## config.mk

```make
export PLATFORM = sky130hd
export DESIGN_NAME = vid_sync_decoder
export DESIGN_NICKNAME = d
export VERILOG_FILES = /design/src/rtl/vsd_pkg.sv /design/src/rtl/vsd_marker_det.sv /design/src/rtl/vsd_active_win.sv /design/src/rtl/vsd_lock_mon.sv /design/src/rtl/vid_sync_decoder.sv
export SDC_FILE = /design/constraint.sdc
export NUM_CORES = 1
export LEC_CHECK = 0
export ABC_AREA = 1
export BUFFER_PORTS_ARGS = -buffer_cell sky130_fd_sc_hd__buf_2
export CORE_ASPECT_RATIO = 1.1
export CORE_MARGIN = 2
export CORE_UTILIZATION = 35
export CTS_CLUSTER_DIAMETER = 100
export DETAILED_ROUTE_END_ITERATION = 7
export HOLD_SLACK_MARGIN = 0.06
export PLACE_DENSITY_LB_ADDON = 0.25
export SETUP_SLACK_MARGIN = 0.2
export SLEW_MARGIN = 20
export SYNTH_ARGS = -nofsm -noshare
export SYNTH_HDL_FRONTEND = slang
export SYNTH_HIERARCHICAL = 1
export SYNTH_SLANG_ARGS = --single-unit
```

## constraint.sdc

```tcl
create_clock -name clk -period 2.5 [get_ports clk]
set_input_delay 0.25 -clock clk [delete_from_list [all_inputs] [get_ports clk]]
set_output_delay 0.25 -clock clk [all_outputs]
set_load 0.05 [all_outputs]
```

## src/rtl/vsd_pkg.sv

```systemverilog
package vsd_pkg;

   localparam int BYTE_W  = 8;
   localparam int MARK_LEN = 4;

   typedef struct packed {
      logic f;
      logic v;
      logic h;
   } vsd_tmg_t;

   function automatic vsd_tmg_t vsd_fields(input logic [BYTE_W-1:0] xy);
      vsd_tmg_t t;
      t.f = xy[6];
      t.v = xy[5];
      t.h = xy[4];
      return t;
   endfunction

   function automatic logic vsd_prot_ok(input logic [BYTE_W-1:0] xy);
      logic f, v, h;
      f = xy[6];
      v = xy[5];
      h = xy[4];
      return (xy[3] == (v ^ h)) && (xy[2] == (f ^ h)) &&
             (xy[1] == (f ^ v)) && (xy[0] == (f ^ v ^ h));
   endfunction

endpackage

```

## src/rtl/vsd_marker_det.sv

```systemverilog
module vsd_marker_det
   import vsd_pkg::*;
#(
   parameter bit CHECK_PROT = 1'b1,
   parameter int PRE_LEN    = 3
)(
   input  logic              clk,
   input  logic              rst_n,
   input  logic [BYTE_W-1:0] din,
   output logic              mk_hit,
   output logic              mk_ok,
   output vsd_tmg_t          mk_tmg
);

   if (PRE_LEN < 2) begin : g_bad_pre
      $error("vsd_marker_det: PRE_LEN must be at least 2");
   end

   // hist[0] holds the newest byte, hist[PRE_LEN-1] the oldest
   logic [BYTE_W-1:0] hist [PRE_LEN];
   logic [PRE_LEN-1:0] pre_match;
   logic               prot_good;

   always_ff @(posedge clk) begin
      if (!rst_n) begin
         for (int i = 0; i < PRE_LEN; i++) hist[i] <= '0;
      end else begin
         hist[0] <= din;
         for (int i = 1; i < PRE_LEN; i++) hist[i] <= hist[i-1];
      end
   end

   for (genvar g = 0; g < PRE_LEN; g++) begin : g_pre
      if (g == PRE_LEN - 1) begin : g_lead
         assign pre_match[g] = (hist[g] == {BYTE_W{1'b1}});
      end else begin : g_zero
         assign pre_match[g] = (hist[g] == '0);
      end
   end

   if (CHECK_PROT) begin : g_prot_chk
      assign prot_good = vsd_prot_ok(din);
   end else begin : g_prot_skip
      assign prot_good = 1'b1;
   end

   assign mk_hit = (&pre_match) & din[BYTE_W-1];
   assign mk_ok  = prot_good;
   assign mk_tmg = vsd_fields(din);

endmodule

```

## src/rtl/vsd_active_win.sv

```systemverilog
module vsd_active_win
   import vsd_pkg::*;
#(
   parameter int ACT_SAMPLES = 1440,
   localparam int ACT_W = $clog2(ACT_SAMPLES)
)(
   input  logic              clk,
   input  logic              rst_n,
   input  logic [BYTE_W-1:0] din,
   input  logic              open_win,
   input  logic              close_win,
   output logic [BYTE_W-1:0] dout,
   output logic              dvalid,
   output logic [1:0]        phase
);

   logic             in_act;
   logic [ACT_W-1:0] act_cnt;

   always_ff @(posedge clk) begin
      if (!rst_n) begin
         dout    <= '0;
         dvalid  <= 1'b0;
         phase   <= 2'd0;
         in_act  <= 1'b0;
         act_cnt <= '0;
      end else begin
         dout <= din;
         if (open_win || close_win) begin
            in_act  <= open_win;
            act_cnt <= '0;
            dvalid  <= 1'b0;
            phase   <= 2'd0;
         end else if (in_act) begin
            dvalid  <= 1'b1;
            phase   <= act_cnt[1:0];
            act_cnt <= act_cnt + 1'b1;
            if (act_cnt == ACT_W'(ACT_SAMPLES - 1)) in_act <= 1'b0;
         end else begin
            dvalid <= 1'b0;
            phase  <= 2'd0;
         end
      end
   end

   // consecutive valid samples step the phase by one
   a_r6_phase_step: assert property (@(posedge clk) disable iff (!rst_n)
      (dvalid && $past(dvalid)) |-> (phase == $past(phase) + 2'd1));

   // a window always begins on chroma blue
   a_r6_first_cb: assert property (@(posedge clk) disable iff (!rst_n)
      $rose(dvalid) |-> (phase == 2'd0));

   // phase rests at zero outside the window
   a_r6_idle_zero: assert property (@(posedge clk) disable iff (!rst_n)
      !dvalid |-> (phase == 2'd0));

endmodule

```

## src/rtl/vsd_lock_mon.sv

```systemverilog
module vsd_lock_mon #(
   parameter int LINE_A = 1716,
   parameter int LINE_B = 1728,
   localparam int LINE_MAX = (LINE_A > LINE_B) ? LINE_A : LINE_B,
   localparam int CNT_W    = $clog2(LINE_MAX + 1) + 1
)(
   input  logic clk,
   input  logic rst_n,
   input  logic std_sel,
   input  logic eav_hit,
   output logic locked
);

   localparam logic [CNT_W-1:0] CNT_MAX = '1;

   logic [CNT_W-1:0] gap_cnt;
   logic [CNT_W-1:0] tgt_last;
   logic             seen;
   logic [1:0]       good;

   assign tgt_last = std_sel ? CNT_W'(LINE_B - 1) : CNT_W'(LINE_A - 1);

   always_ff @(posedge clk) begin
      if (!rst_n) begin
         gap_cnt <= '0;
         seen    <= 1'b0;
         good    <= 2'd0;
      end else if (eav_hit) begin
         gap_cnt <= '0;
         seen    <= 1'b1;
         if (seen && gap_cnt == tgt_last)
            good <= (good == 2'd2) ? 2'd2 : good + 2'd1;
         else
            good <= 2'd0;
      end else begin
         if (gap_cnt != CNT_MAX) gap_cnt <= gap_cnt + 1'b1;
         if (seen && gap_cnt >= tgt_last) good <= 2'd0;
      end
   end

   assign locked = (good == 2'd2);

   // lock can only be gained on an accepted end-of-active word
   a_r9_lock_on_eav: assert property (@(posedge clk) disable iff (!rst_n)
      $rose(locked) |-> $past(eav_hit));

endmodule

```

## src/rtl/vid_sync_decoder.sv

```systemverilog
module vid_sync_decoder
   import vsd_pkg::*;
#(
   parameter int ACT_SAMPLES = 1440,
   parameter int BLANK_525   = 268,
   parameter int BLANK_625   = 280,
   parameter bit CHECK_PROT  = 1'b1,
   localparam int LINE_525 = ACT_SAMPLES + BLANK_525 + 2 * MARK_LEN,
   localparam int LINE_625 = ACT_SAMPLES + BLANK_625 + 2 * MARK_LEN
)(
   input  logic       clk,
   input  logic       rst_n,
   input  logic       std_sel,
   input  logic [7:0] din,
   output logic [7:0] dout,
   output logic       dvalid,
   output logic [1:0] phase,
   output logic       h_flag,
   output logic       v_flag,
   output logic       f_flag,
   output logic       prot_err,
   output logic       locked
);

   if ((ACT_SAMPLES % 4) != 0 || ACT_SAMPLES < 4) begin : g_bad_act
      $error("vid_sync_decoder: ACT_SAMPLES must be a positive multiple of 4");
   end
   if (BLANK_525 < MARK_LEN || BLANK_625 < MARK_LEN) begin : g_bad_blank
      $error("vid_sync_decoder: blanking must cover at least one word");
   end

   logic     mk_hit, mk_ok;
   vsd_tmg_t mk_tmg;
   logic     mk_accept, sav_ok, eav_ok;

   vsd_marker_det #(.CHECK_PROT(CHECK_PROT), .PRE_LEN(MARK_LEN - 1)) u_det (
      .clk    (clk),
      .rst_n  (rst_n),
      .din    (din),
      .mk_hit (mk_hit),
      .mk_ok  (mk_ok),
      .mk_tmg (mk_tmg)
   );

   assign mk_accept = mk_hit & mk_ok;
   assign sav_ok    = mk_accept & ~mk_tmg.h;
   assign eav_ok    = mk_accept &  mk_tmg.h;

   always_ff @(posedge clk) begin
      if (!rst_n) begin
         f_flag   <= 1'b0;
         v_flag   <= 1'b0;
         h_flag   <= 1'b0;
         prot_err <= 1'b0;
      end else begin
         prot_err <= mk_hit & ~mk_ok;
         if (mk_accept) begin
            f_flag <= mk_tmg.f;
            v_flag <= mk_tmg.v;
            h_flag <= mk_tmg.h;
         end
      end
   end

   vsd_active_win #(.ACT_SAMPLES(ACT_SAMPLES)) u_win (
      .clk       (clk),
      .rst_n     (rst_n),
      .din       (din),
      .open_win  (sav_ok & ~mk_tmg.v),
      .close_win (mk_accept),
      .dout      (dout),
      .dvalid    (dvalid),
      .phase     (phase)
   );

   vsd_lock_mon #(.LINE_A(LINE_525), .LINE_B(LINE_625)) u_lock (
      .clk     (clk),
      .rst_n   (rst_n),
      .std_sel (std_sel),
      .eav_hit (eav_ok),
      .locked  (locked)
   );

   // a rejected status byte leaves the stored flags untouched
   a_r3_err_holds_flags: assert property (@(posedge clk) disable iff (!rst_n)
      prot_err |-> $stable({f_flag, v_flag, h_flag}));

   // valid samples occur only between a picture-line start word and the next word
   a_r5_dv_in_picture: assert property (@(posedge clk) disable iff (!rst_n)
      dvalid |-> (!v_flag && !h_flag));

   // an error pulse lasts a single clock
   a_r3_err_pulse: assert property (@(posedge clk) disable iff (!rst_n)
      prot_err |=> (!prot_err || $past(mk_hit)));

endmodule

```

Word level (Yosys, flattened, before mapping) --
Memory sizes are Yosys's and may differ from the RTL's. Cells that the tools add are included.
Operators by class: add/sub/neg operators 3, order comparisons 1, equality and inequality tests 9, multiplexer cells 14, bitwise operators 18, reduce and logical (&&, ||, !) cells 13
Operator list (count):
- 2-to-1 mux 8 bit | 3
- zero test 8 bit | 2
- adder 12 x 1 -> 12 bit (second input constant) | 1
- == test 12 bit | 1
- greater-or-equal comparator 12 bit | 1
- inequality test 12 bit (second input constant) | 1
- adder 11 x 1 -> 11 bit (second input constant) | 1
- == test 11 bit (second input constant) | 1
- == test 8 bit (second input constant) | 1
- 2-to-1 mux 2 bit | 4
- AND 1 bit | 6
- 2-to-1 mux 1 bit | 6
- logical AND 1 bit | 5
- inverter 1 bit | 5
- == test 1 bit | 4
- 2-to-1 mux 4 bit | 1
- OR reduction 2 bit | 2
- bitwise XOR 1 bit | 4
- bitwise OR 1 bit | 3
- AND reduction 3 bit | 1
- OR reduction 3 bit | 1
- adder 2 x 1 -> 2 bit (second input constant) | 1
- == test 2 bit (second input constant) | 1
- nonzero test 2 bit | 1
- logical OR 1 bit | 1
Word-level totals: register bits 42, bits in writable memories 24, input bits 11, output and inout port bits 16, word-level logic and storage cells 71, memories kept 1
Memory list:
- u_det.hist | depth 3, bits a word 8, rd ports 3, clocked after Yosys merged registers in 0, write ports 3, line vsd_marker_det.sv:20 | logic [BYTE_W-1:0] hist [PRE_LEN];

Logic depth before layout (Yosys ltp) --
Gate-level depths: netlist (run 1).
depth after elaboration 10, depth in mapped cells 15, gate-level depth less buffers 15

By module --
The synthesis (run 1) kept the hierarchy.
Modules (own cells, without submodules):
- vsd_active_win | times used 1, cells an instance 123, area an instance 912.1 µm², seq. area each 460.4 µm²
- vsd_marker_det | times used 1, cells an instance 121, area an instance 903.4 µm², seq. area each 480.5 µm²
- vsd_lock_mon | times used 1, cells an instance 122, area an instance 849.6 µm², seq. area each 300.3 µm²
- vid_sync_decoder | times used 1, cells an instance 26, area an instance 171.4 µm², seq. area each 80.1 µm²

Worst setup path after synthesis (run 1) --
Ideal clock, no wire load.
kind reg-to-reg, start point memory u_det.hist[0][5], end point register u_lock.good[0], setup time 0.070 ns, arrival 1.501 ns, required time 2.430 ns, slack 0.929 ns, cell stages (with the launch flop) 12, buffers on the path 0, clock period less this slack 1.571 ns, cells stage by stage dfxtp_1 nor2_1 nand2_1 nor3_1 nand2_1 nor2_1 nand2_2 nor2_1 inv_1 nor3_1 nand3_1 a21oi_1
RTL lines:
- start: declaration | line vsd_marker_det.sv:20
- end signal: assignment | line vsd_lock_mon.sv:32 | good <= (good == 2'd2) ? 2'd2 : good + 2'd1;
- end: declaration | line vsd_lock_mon.sv:19 | logic [1:0] good;

==> key figures, run 1 <==
Status
  – Outcome: finished clean

Clock network
  – # hold bufs at CTS: 0
  – Cells resized by post-CTS repair: 0
  – Number of levels in the clock H-tree: 3
  – Cell at the root of the clock tree: sky130_fd_sc_hd__clkbuf_8
  – Inserted Clock Buffers: 9
  – Number of clock sinks seen by CTS: 66
  – Source-to-sink clock delay at the later pin of the worst-skew pair: 0.33 ns
  – Clock buffer depth: 2
  – Clk pin slew, worst setup/hold paths: approximately 0.07 ns
  – Post-CTS setup buffer count: 0
  – Clock tree from TritonCTS: built

Pwr
  – Max IR drop VDD: 353.8 uV
  – Static power due to leakage: 1.679 nW
  – Power density normalized to cell area: around 640 nW/um^2

Worst setup path
  – Crit Path Category: reg2reg
  – Largest driver fanout on the critical path: 6
  – Category of the worst setup path capture point: register
  – Arrival time reported for the critical path endpoint: ~2.1 ns
  – Required time reported for the critical path endpoint: 2.77 ns
  – Kind of start point of the critical path: register

STA
  – Clock tree skew after final layout: roughly 0.0083 ns
  – Unrepaired setup endpoints after global routing: false
  – Upper clock frequency limit: between 0.5 and 0.6 GHz
  – Final-report max-slew violation count: 0
  – Worst-case headroom to the max-slew limit: 75.52%
  – Hold WS: ~0.14 ns
  – Final Hold Viols: 0
  – Final worst path period share: ~73%
  – Accumulated negative setup slack: 0 ns
  – Total of endpoints with negative setup slack in the final report: 0
  – Post-layout min period: approximately 1.8 ns
  – Actual slew at the worst max-slew pin: between 0.3 and 0.4 ns

Yosys
  – Top cell type by total area after synthesis: sky130_fd_sc_hd__dfxtp_1
  – Cell types with the largest area share after synthesis: sky130_fd_sc_hd__dfxtp_1 47%, sky130_fd_sc_hd__nand2_1 14%, sky130_fd_sc_hd__inv_1 8.6%
  – Library cells used by synthesis: 31
  – Area of the mapped netlist: between 2000 and 3000 um^2
  – Synthesized area divided by synthesized cell count: about 7.2 um^2
  – Gate count after technology mapping: ~400
  – Post-synth EDFFs: 0
  – Post-synth top flop: sky130_fd_sc_hd__dfxtp_1
  – Number of nets produced by synthesis: slightly above 400
  – Yosys warns: 6
  – Share of Yosys cell area claimed by the top area cell type: ~47%
  – Fraction of synthesis flops using an asynchronous set or reset pin: 0%
  – Flip-flop and latch count after synthesis: 66
  – Seq/Total Area, Yosys: about 47%

Routing
  – Routed met2 length: roughly 2300 um
  – Met3 layer wire length in the routed design: 230 um
  – Post-Route M1 WL: ~2600 um
  – Final wirelength: 5175 um
  – Wirelength per Cell: 9.673 um
  – First-iteration detailed-routing DRC count: 100
  – Top layer in use: met5
  – Detail-routed via count per cell: about 4.3
  – Vias after detailed routing: about 2300
  – DRT Pass-1 Iters: 4
  – ANT nets after route: 0
  – Number of remaining DRC errors: 0

Global route
  – GR Util All Layers: ~13%
  – Total congestion overflow after global routing: 0
  – Global-route wire length before repair: approximately 9200 um
  – Via count of the first global-routing pass: between 2000 and 2500
  – Antenna violations before repair: 1
  – Maximum number of pins on one net before global-route repair: 39

Finish
  – Area of all sequential standard cells: 1321 um^2
  – Count of nets after finishing: 440
  – Leading cell type in the layout, fill and taps excluded: sky130_fd_sc_hd__nand2_1
  – Antenna cell count: 0
  – Signed area change from the synthesized netlist to the final layout: 14.69%
  – Fill count: approximately 840
  – Multi-input logic area: about 1200 um^2
  – Share of cells above drive strength 1: 15.22%
  – Top library cells by usage in the layout, fill and taps aside: 108 x sky130_fd_sc_hd__nand2_1, 66 x sky130_fd_sc_hd__dfxtp_1, 65 x sky130_fd_sc_hd__inv_1

Run
  – Reported max-cap violation count: 0

Placement
  – Post-detailed-placement half-perimeter wirelength: 3811 um
  – Global placer's final weighted congestion: 0.8076
  – Number of input and output port buffers inserted: 26

Floorplan
  – Full die area: a little under 9000 um^2
  – Total I/O pin count: 27
  – Die extent in y: between 90 and 100 um
  – Starting Density: a little over a third
  – Placement Rows: 34
  – Die W: about 90 um
  – Area of the core: ~7900 um^2

Min path
  – Path type of the worst min-delay path: in2reg
==> registers in the layout (all words and copies together) (netlist names) <==
name	count
prot_err	1
v_flag	1
h_flag	1
u_win/act_cnt	11
u_win/in_act	1
u_det/hist	24
u_win/dvalid	1
u_lock/good	2
u_win/dout	8
u_win/phase	2
u_lock/gap_cnt	12
f_flag	1
u_lock/seen	1
==> area by class of cell <==
type,instances,area share [%]
clock buffer,10,4.231
clock inverter,5,1.692
inverter,68,7.923
multi-input combinational,250,36.92
sequential,66,40.62
tap,108,4.154
timing repair buffer,28,4.462
==> worst paths after layout <==
check | from | to | slack [ns] | depth (start not counted)
worst max-delay path | u_det/hist[0][5]$_SDFF_PN0_ | u_lock/good[0]$_SDFFE_PN0P_ | 0.68 | 11
worst min-delay path | din[7] | u_det/hist[0][7]$_SDFF_PN0_ | 0.14 | 3
worst max register to register | u_det/hist[0][5]$_SDFF_PN0_ | u_lock/good[0]$_SDFFE_PN0P_ | 0.68 | 11
worst min register to register | u_det/hist[0][12]$_SDFF_PN0_ | u_det/hist[0][20]$_SDFF_PN0_ | 0.42 | 2
==> power by group <==
part           total [mW]  switching, mW  leakage, nW  internal, mW
Sequential           1.09         0.0138        0.539          1.08
Clock               0.860          0.382       0.0941         0.478
Combinational       0.128         0.0877         1.05        0.0406
==> metal layers <==
| metal | track usage, % | vias to the layer above |
|---|---|---|
| li1 | - | 1250 |
| met1 | 15.58 | 991 |
| met2 | 21.04 | 34 |
| met3 | 4.281 | 8 |
| met4 | 5.325 | 2 |
| met5 | 0 | - |
==> Yosys cell counts (2+ instances only) <==
| cell type | instances |
|---|---|
| sky130_fd_sc_hd__ha_1 | 6 |
| sky130_fd_sc_hd__buf_2 | 3 |
| sky130_fd_sc_hd__dfxtp_1 | 66 |
| sky130_fd_sc_hd__nand3_1 | 20 |
| sky130_fd_sc_hd__a21oi_1 | 13 |
| sky130_fd_sc_hd__a31oi_1 | 4 |
| sky130_fd_sc_hd__xnor2_1 | 3 |
| sky130_fd_sc_hd__nand2_1 | 108 |
| sky130_fd_sc_hd__or2_2 | 3 |
| sky130_fd_sc_hd__nor2_1 | 51 |
| sky130_fd_sc_hd__nand3b_1 | 3 |
| sky130_fd_sc_hd__nor3b_1 | 2 |
| sky130_fd_sc_hd__inv_2 | 2 |
| sky130_fd_sc_hd__nor3_1 | 7 |
| sky130_fd_sc_hd__o21ai_0 | 6 |
| sky130_fd_sc_hd__buf_4 | 4 |
| sky130_fd_sc_hd__nand4_1 | 4 |
| sky130_fd_sc_hd__nand3_2 | 4 |
| sky130_fd_sc_hd__inv_1 | 65 |
| sky130_fd_sc_hd__nor2_2 | 5 |
| sky130_fd_sc_hd__nand2_2 | 3 |
==> kinds of logic after synthesis <==
| logic type | count (synthesis) | synth area share, % |
|---|---|---|
| buffers and inverters | 76 | 11.07 |
| AND/OR/NAND/NOR | 215 | 33.66 |
| flip-flops | 66 | 46.58 |
| XOR/XNOR | 4 | 1.235 |
| AO/OA/AOI/OAI | 25 | 4.808 |
| adder cells (fa/ha/maj) | 6 | 2.647 |
==> per-stage QoR <==
stage                     cell area, um^2  power, mW  utilization [%]  worst slack (ns)  cells
after detailed placement             3060      1.245            38.89            0.6184    520
final                                3253      2.080            41.34            0.6761    535
after CTS                            3253      2.117            41.34            0.6769    535
after global routing                 3253      2.176            41.34            0.4878    535
after floorplan                      2836      1.207                -            0.9294    392
after global placement               3060      1.243            38.89            0.6906    520
==> worst max-delay path: stages, from the launching register on <==
cell and delay [ns]:
sky130_fd_sc_hd__dfxtp_1 0.31, sky130_fd_sc_hd__nor2_1 0.10, sky130_fd_sc_hd__nand2_1 0.06, sky130_fd_sc_hd__nor3_1 0.14, sky130_fd_sc_hd__nand2_1 0.07, sky130_fd_sc_hd__nor2_1 0.21, sky130_fd_sc_hd__nand2_2 0.15, sky130_fd_sc_hd__nor2_1 0.15
sky130_fd_sc_hd__inv_1 0.10, sky130_fd_sc_hd__nor3_1 0.23, sky130_fd_sc_hd__nand3_1 0.10, sky130_fd_sc_hd__a21oi_1 0.15
No activity file was read; power rests on OpenSTA's default activity.
==> inputs of run 2 (changes only) <==
--- a/config.mk
+++ b/config.mk
@@ -5,7 +5,7 @@
 export SDC_FILE = /design/constraint.sdc
 export NUM_CORES = 1
 export LEC_CHECK = 0
-export ABC_AREA = 1
+export ABC_AREA = 0
 export BUFFER_PORTS_ARGS = -buffer_cell sky130_fd_sc_hd__buf_2
 export CORE_ASPECT_RATIO = 1.1
 export CORE_MARGIN = 2
==> constraint.sdc (replaced) <==
create_clock -name clk -period 1.64 [get_ports clk]
set_input_delay 0.164 -clock clk [delete_from_list [all_inputs] [get_ports clk]]
set_output_delay 0.164 -clock clk [all_outputs]
set_load 0.05 [all_outputs]
==> run 2 against run 1 <==
Against the previous run: power rose by 61%; critical path type unchanged; setup slack got worse by 0.92 ns; cell area increased by 0.15%; register-to-register slack worse by 0.92 ns; global-route usage increased by 1.4 points; largest cell class unchanged; sequential share of layout area down 0.062 points; the run now ends with setup timing left.
==> key figures, run 2 <==
STA
  – Final Hold Viols: 0
  – Worst-case headroom to the max-slew limit: around three quarters
  – Total of endpoints with negative setup slack in the final report: 29
  – Upper clock frequency limit: about 0.53 GHz
  – Accumulated negative setup slack: -5.757 ns
  – Minimum setup slack in the final design: -0.2410 ns
  – Final-report max-slew violation count: 0
  – Post-layout min period: ~1.9 ns
  – Actual slew at the worst max-slew pin: ~0.36 ns
  – Final worst path period share: 114.7%
  – Hold WS: 0.08134 ns
  – Clock tree skew after final layout: approximately 0.0076 ns
  – Unrepaired setup endpoints after global routing: true

Finish
  – Share of cells above drive strength 1: between 20% and 30%
  – Fill count: 670
  – Registers with the highest flip-flop counts: u_det/hist (24), u_lock/gap_cnt (12), u_win/act_cnt (11)
  – Number of flip-flops in the largest register: 24
  – Area of all sequential standard cells: approximately 1300 um^2
  – Register containing the most flip-flops in the final layout: u_det/hist
  – Signed area change from the synthesized netlist to the final layout: 26.16%
  – Multi-input logic area: ~1300 um^2
  – Cell Count, Final, Fillers Out: about 410
  – Leading cell type in the layout, fill and taps excluded: sky130_fd_sc_hd__dfxtp_1
  – Count of nets after finishing: ~340
  – Top library cells by usage in the layout, fill and taps aside: 66 x sky130_fd_sc_hd__dfxtp_1, 33 x sky130_fd_sc_hd__and2_1, 26 x sky130_fd_sc_hd__buf_2
  – Antenna cell count: 0

Routing
  – Wirelength per Cell: around 13 um
  – First-iteration detailed-routing DRC count: 60
  – Final wirelength: between 5000 and 6000 um
  – Detail-routed via count per cell: slightly above 5
  – DRT Pass-1 Iters: 7
  – ANT nets after route: 0
  – Number of remaining DRC errors: 0
  – Vias after detailed routing: 2059

Placement
  – Number of input and output port buffers inserted: 26
  – Worst slack after detailed placement: -0.3585 ns
  – Post-detailed-placement half-perimeter wirelength: roughly 3600 um
  – Global placer's final weighted congestion: roughly 0.75
  – Cell count after placement: ~390

Run
  – Reported max-cap violation count: 0

Yosys
  – Cell types with the largest area share after synthesis: sky130_fd_sc_hd__dfxtp_1 51%, sky130_fd_sc_hd__and2_1 8.0%, sky130_fd_sc_hd__ha_1 2.9%
  – Area of the mapped netlist: between 2000 and 3000 um^2
  – XOR/XNOR Fraction of Synth Area: about 4.4%
  – Post-synth EDFFs: 0
  – Compound-cell area share of the yosys netlist: under 10%
  – Post-Synth Adder-Cell Area: between 2 and 3%
  – Fraction of synthesis flops using an asynchronous set or reset pin: 0%
  – Leading post-synthesis cells by instance count: 66 x sky130_fd_sc_hd__dfxtp_1, 33 x sky130_fd_sc_hd__and2_1, 19 x sky130_fd_sc_hd__nand2_1
  – Main combinational cell family by area after synthesis: simple AND/OR/NAND/NOR gates
  – Simple-Gate Fraction of Synth Area: ~28%
  – Share of Yosys cell area claimed by the top area cell type: 51.16%
  – Gate count after technology mapping: between 200 and 300
  – Seq/Total Area, Yosys: between 50% and 60%
  – Proportion of synthesized area in mux cells: roughly 1.2%
  – Yosys warns: 6
  – Number of nets produced by synthesis: between 200 and 300
  – Leading cell type by number of instances after synthesis: sky130_fd_sc_hd__dfxtp_1
  – Top cell type by total area after synthesis: sky130_fd_sc_hd__dfxtp_1
  – Synthesized area divided by synthesized cell count: 9.709 um^2
  – Post-synth top flop: sky130_fd_sc_hd__dfxtp_1
  – Library cells used by synthesis: 45
  – Flip-flop and latch count after synthesis: 66

Floorplan
  – Placement Rows: 32
  – Die W: approximately 86 um
  – Area of the core: roughly 7100 um^2
  – Starting Density: 36.44%
  – Die extent in y: 94.09 um
  – Total I/O pin count: 27
  – Full die area: between 8000 and 9000 um^2

Worst setup path
  – Required time reported for the critical path endpoint: ~1.9 ns
  – Largest driver fanout on the critical path: 5
  – Arrival time reported for the critical path endpoint: 2.11 ns
  – Crit Path Category: reg2reg
  – Category of the worst setup path capture point: register
  – Kind of start point of the critical path: register

Global route
  – Antenna violations before repair: 0
  – GR Util All Layers: between 10% and 20%
  – Total congestion overflow after global routing: 0
  – Maximum number of pins on one net before global-route repair: 29
  – Global-route wire length before repair: between 9000 and 10000 um
  – Via count of the first global-routing pass: approximately 2000

Pwr
  – Switching power share of the total: 21.94%
  – Cell internal power dissipation: ~2.6 mW
  – Static power due to leakage: between 1 and 1.5 nW
  – Final Power: about 3.3 mW
  – Relative contribution of combinational cells to total power: approximately 6.0%
  – Clock power share: roughly 44%
  – Part of the power in registers: between 40% and 50%
  – Power density normalized to cell area: approximately 1000 nW/um^2
  – Max IR drop VDD: roughly 540 uV
  – Net switching component of the power: roughly 0.73 mW

Clock network
  – Cell at the root of the clock tree: sky130_fd_sc_hd__clkbuf_8
  – Clock buffer depth: 2
  – Clk pin slew, worst setup/hold paths: 0.07 ns
  – Number of clock sinks seen by CTS: 66
  – Number of levels in the clock H-tree: 3
  – Source-to-sink clock delay at the later pin of the worst-skew pair: 0.33 ns
  – Inserted Clock Buffers: 9
  – Clock tree from TritonCTS: built

Min path
  – Path type of the worst min-delay path: in2reg

Status
  – Violations in the final reports: setup timing
  – Outcome: finished with violations
[run 2: changes by cell type after synthesis, sizes merged, moves of 9 or more]
cell	delta
nor2	-42
nand4	+9
nand3	-16
and2	+35
inv	-64
nand2	-93
[run 2: final cells by class]
class	count	share of cell area, %
multi-input combinational	187	39.06
inverter	4	0.4608
clock buffer	10	4.224
sequential	66	40.55
timing repair buffer	50	9.985
tap	85	3.264
clock inverter	6	2.458
[run 2: worst paths after layout]
check	from	endpoint	slack [ns]	cells after the start
min	din[0]	u_det/hist[0][0]$_SDFF_PN0_	0.08	2
max	u_det/hist[0][12]$_SDFF_PN0_	u_win/phase[0]$_SDFF_PP0_	-0.24	6
min reg2reg	u_det/hist[0][13]$_SDFF_PN0_	u_det/hist[0][21]$_SDFF_PN0_	0.45	1
max reg2reg	u_det/hist[0][12]$_SDFF_PN0_	u_win/phase[0]$_SDFF_PP0_	-0.24	6
[run 2: cells by family (layout without fill, tap and decap cells)]
kind of cell | Yosys count | count (layout)
buf+inv | 14 | 70
compound gates | 39 | 39
fa+ha+maj | 6 | 6
simple gates | 125 | 126
xor+xnor | 13 | 13
mux | 3 | 3
flops | 66 | 66
[run 2: what timing repair did]
action	4_1_cts	5_1_grt
buffers inserted	1	2
resized for setup	11	5
endpoints found under the hold margin	2	0
gates cloned	1	0
pin swaps	0	1
endpoints found under the setup margin	33	34
hold buffers	1	0
[run 2: power by group through the flow]
stage	clock [mW]	combinational, mW	sequential [mW]
6_report	1.48	0.202	1.66
5_1_grt	1.59	0.222	1.66
3_3_place_gp	0	0.193	1.69
2_1_floorplan	0	0.0849	1.73
3_5_place_dp	0	0.193	1.70
4_1_cts	1.52	0.200	1.66
[run 2: stage by stage]
| step | area [um^2] | util [%] |
|---|---|---|
| global placement | 2960 | 41.77 |
| global route | 3258 | 45.97 |
| floorplan | 2618 | - |
| CTS | 3223 | 45.48 |
| detailed placement | 2960 | 41.77 |
| finish | 3258 | 45.97 |
[run 2: worst max-delay path, stage by stage (launching register included)]
cell	delay [ns]
sky130_fd_sc_hd__dfxtp_1	0.31
sky130_fd_sc_hd__or3_4	0.40
sky130_fd_sc_hd__nor4_4	0.34
sky130_fd_sc_hd__and2_4	0.19
sky130_fd_sc_hd__nor3b_4	0.24
sky130_fd_sc_hd__nor3b_2	0.11
sky130_fd_sc_hd__and3_1	0.18
[run 2: layer usage]
layer  track usage, %  routed length, um  up-vias
met5                0                  0        -
met4            7.275                109        0
met3            3.691                197       10
met2            22.48               2467       35
met1            17.68               2505      963
li1                 -                  -     1051
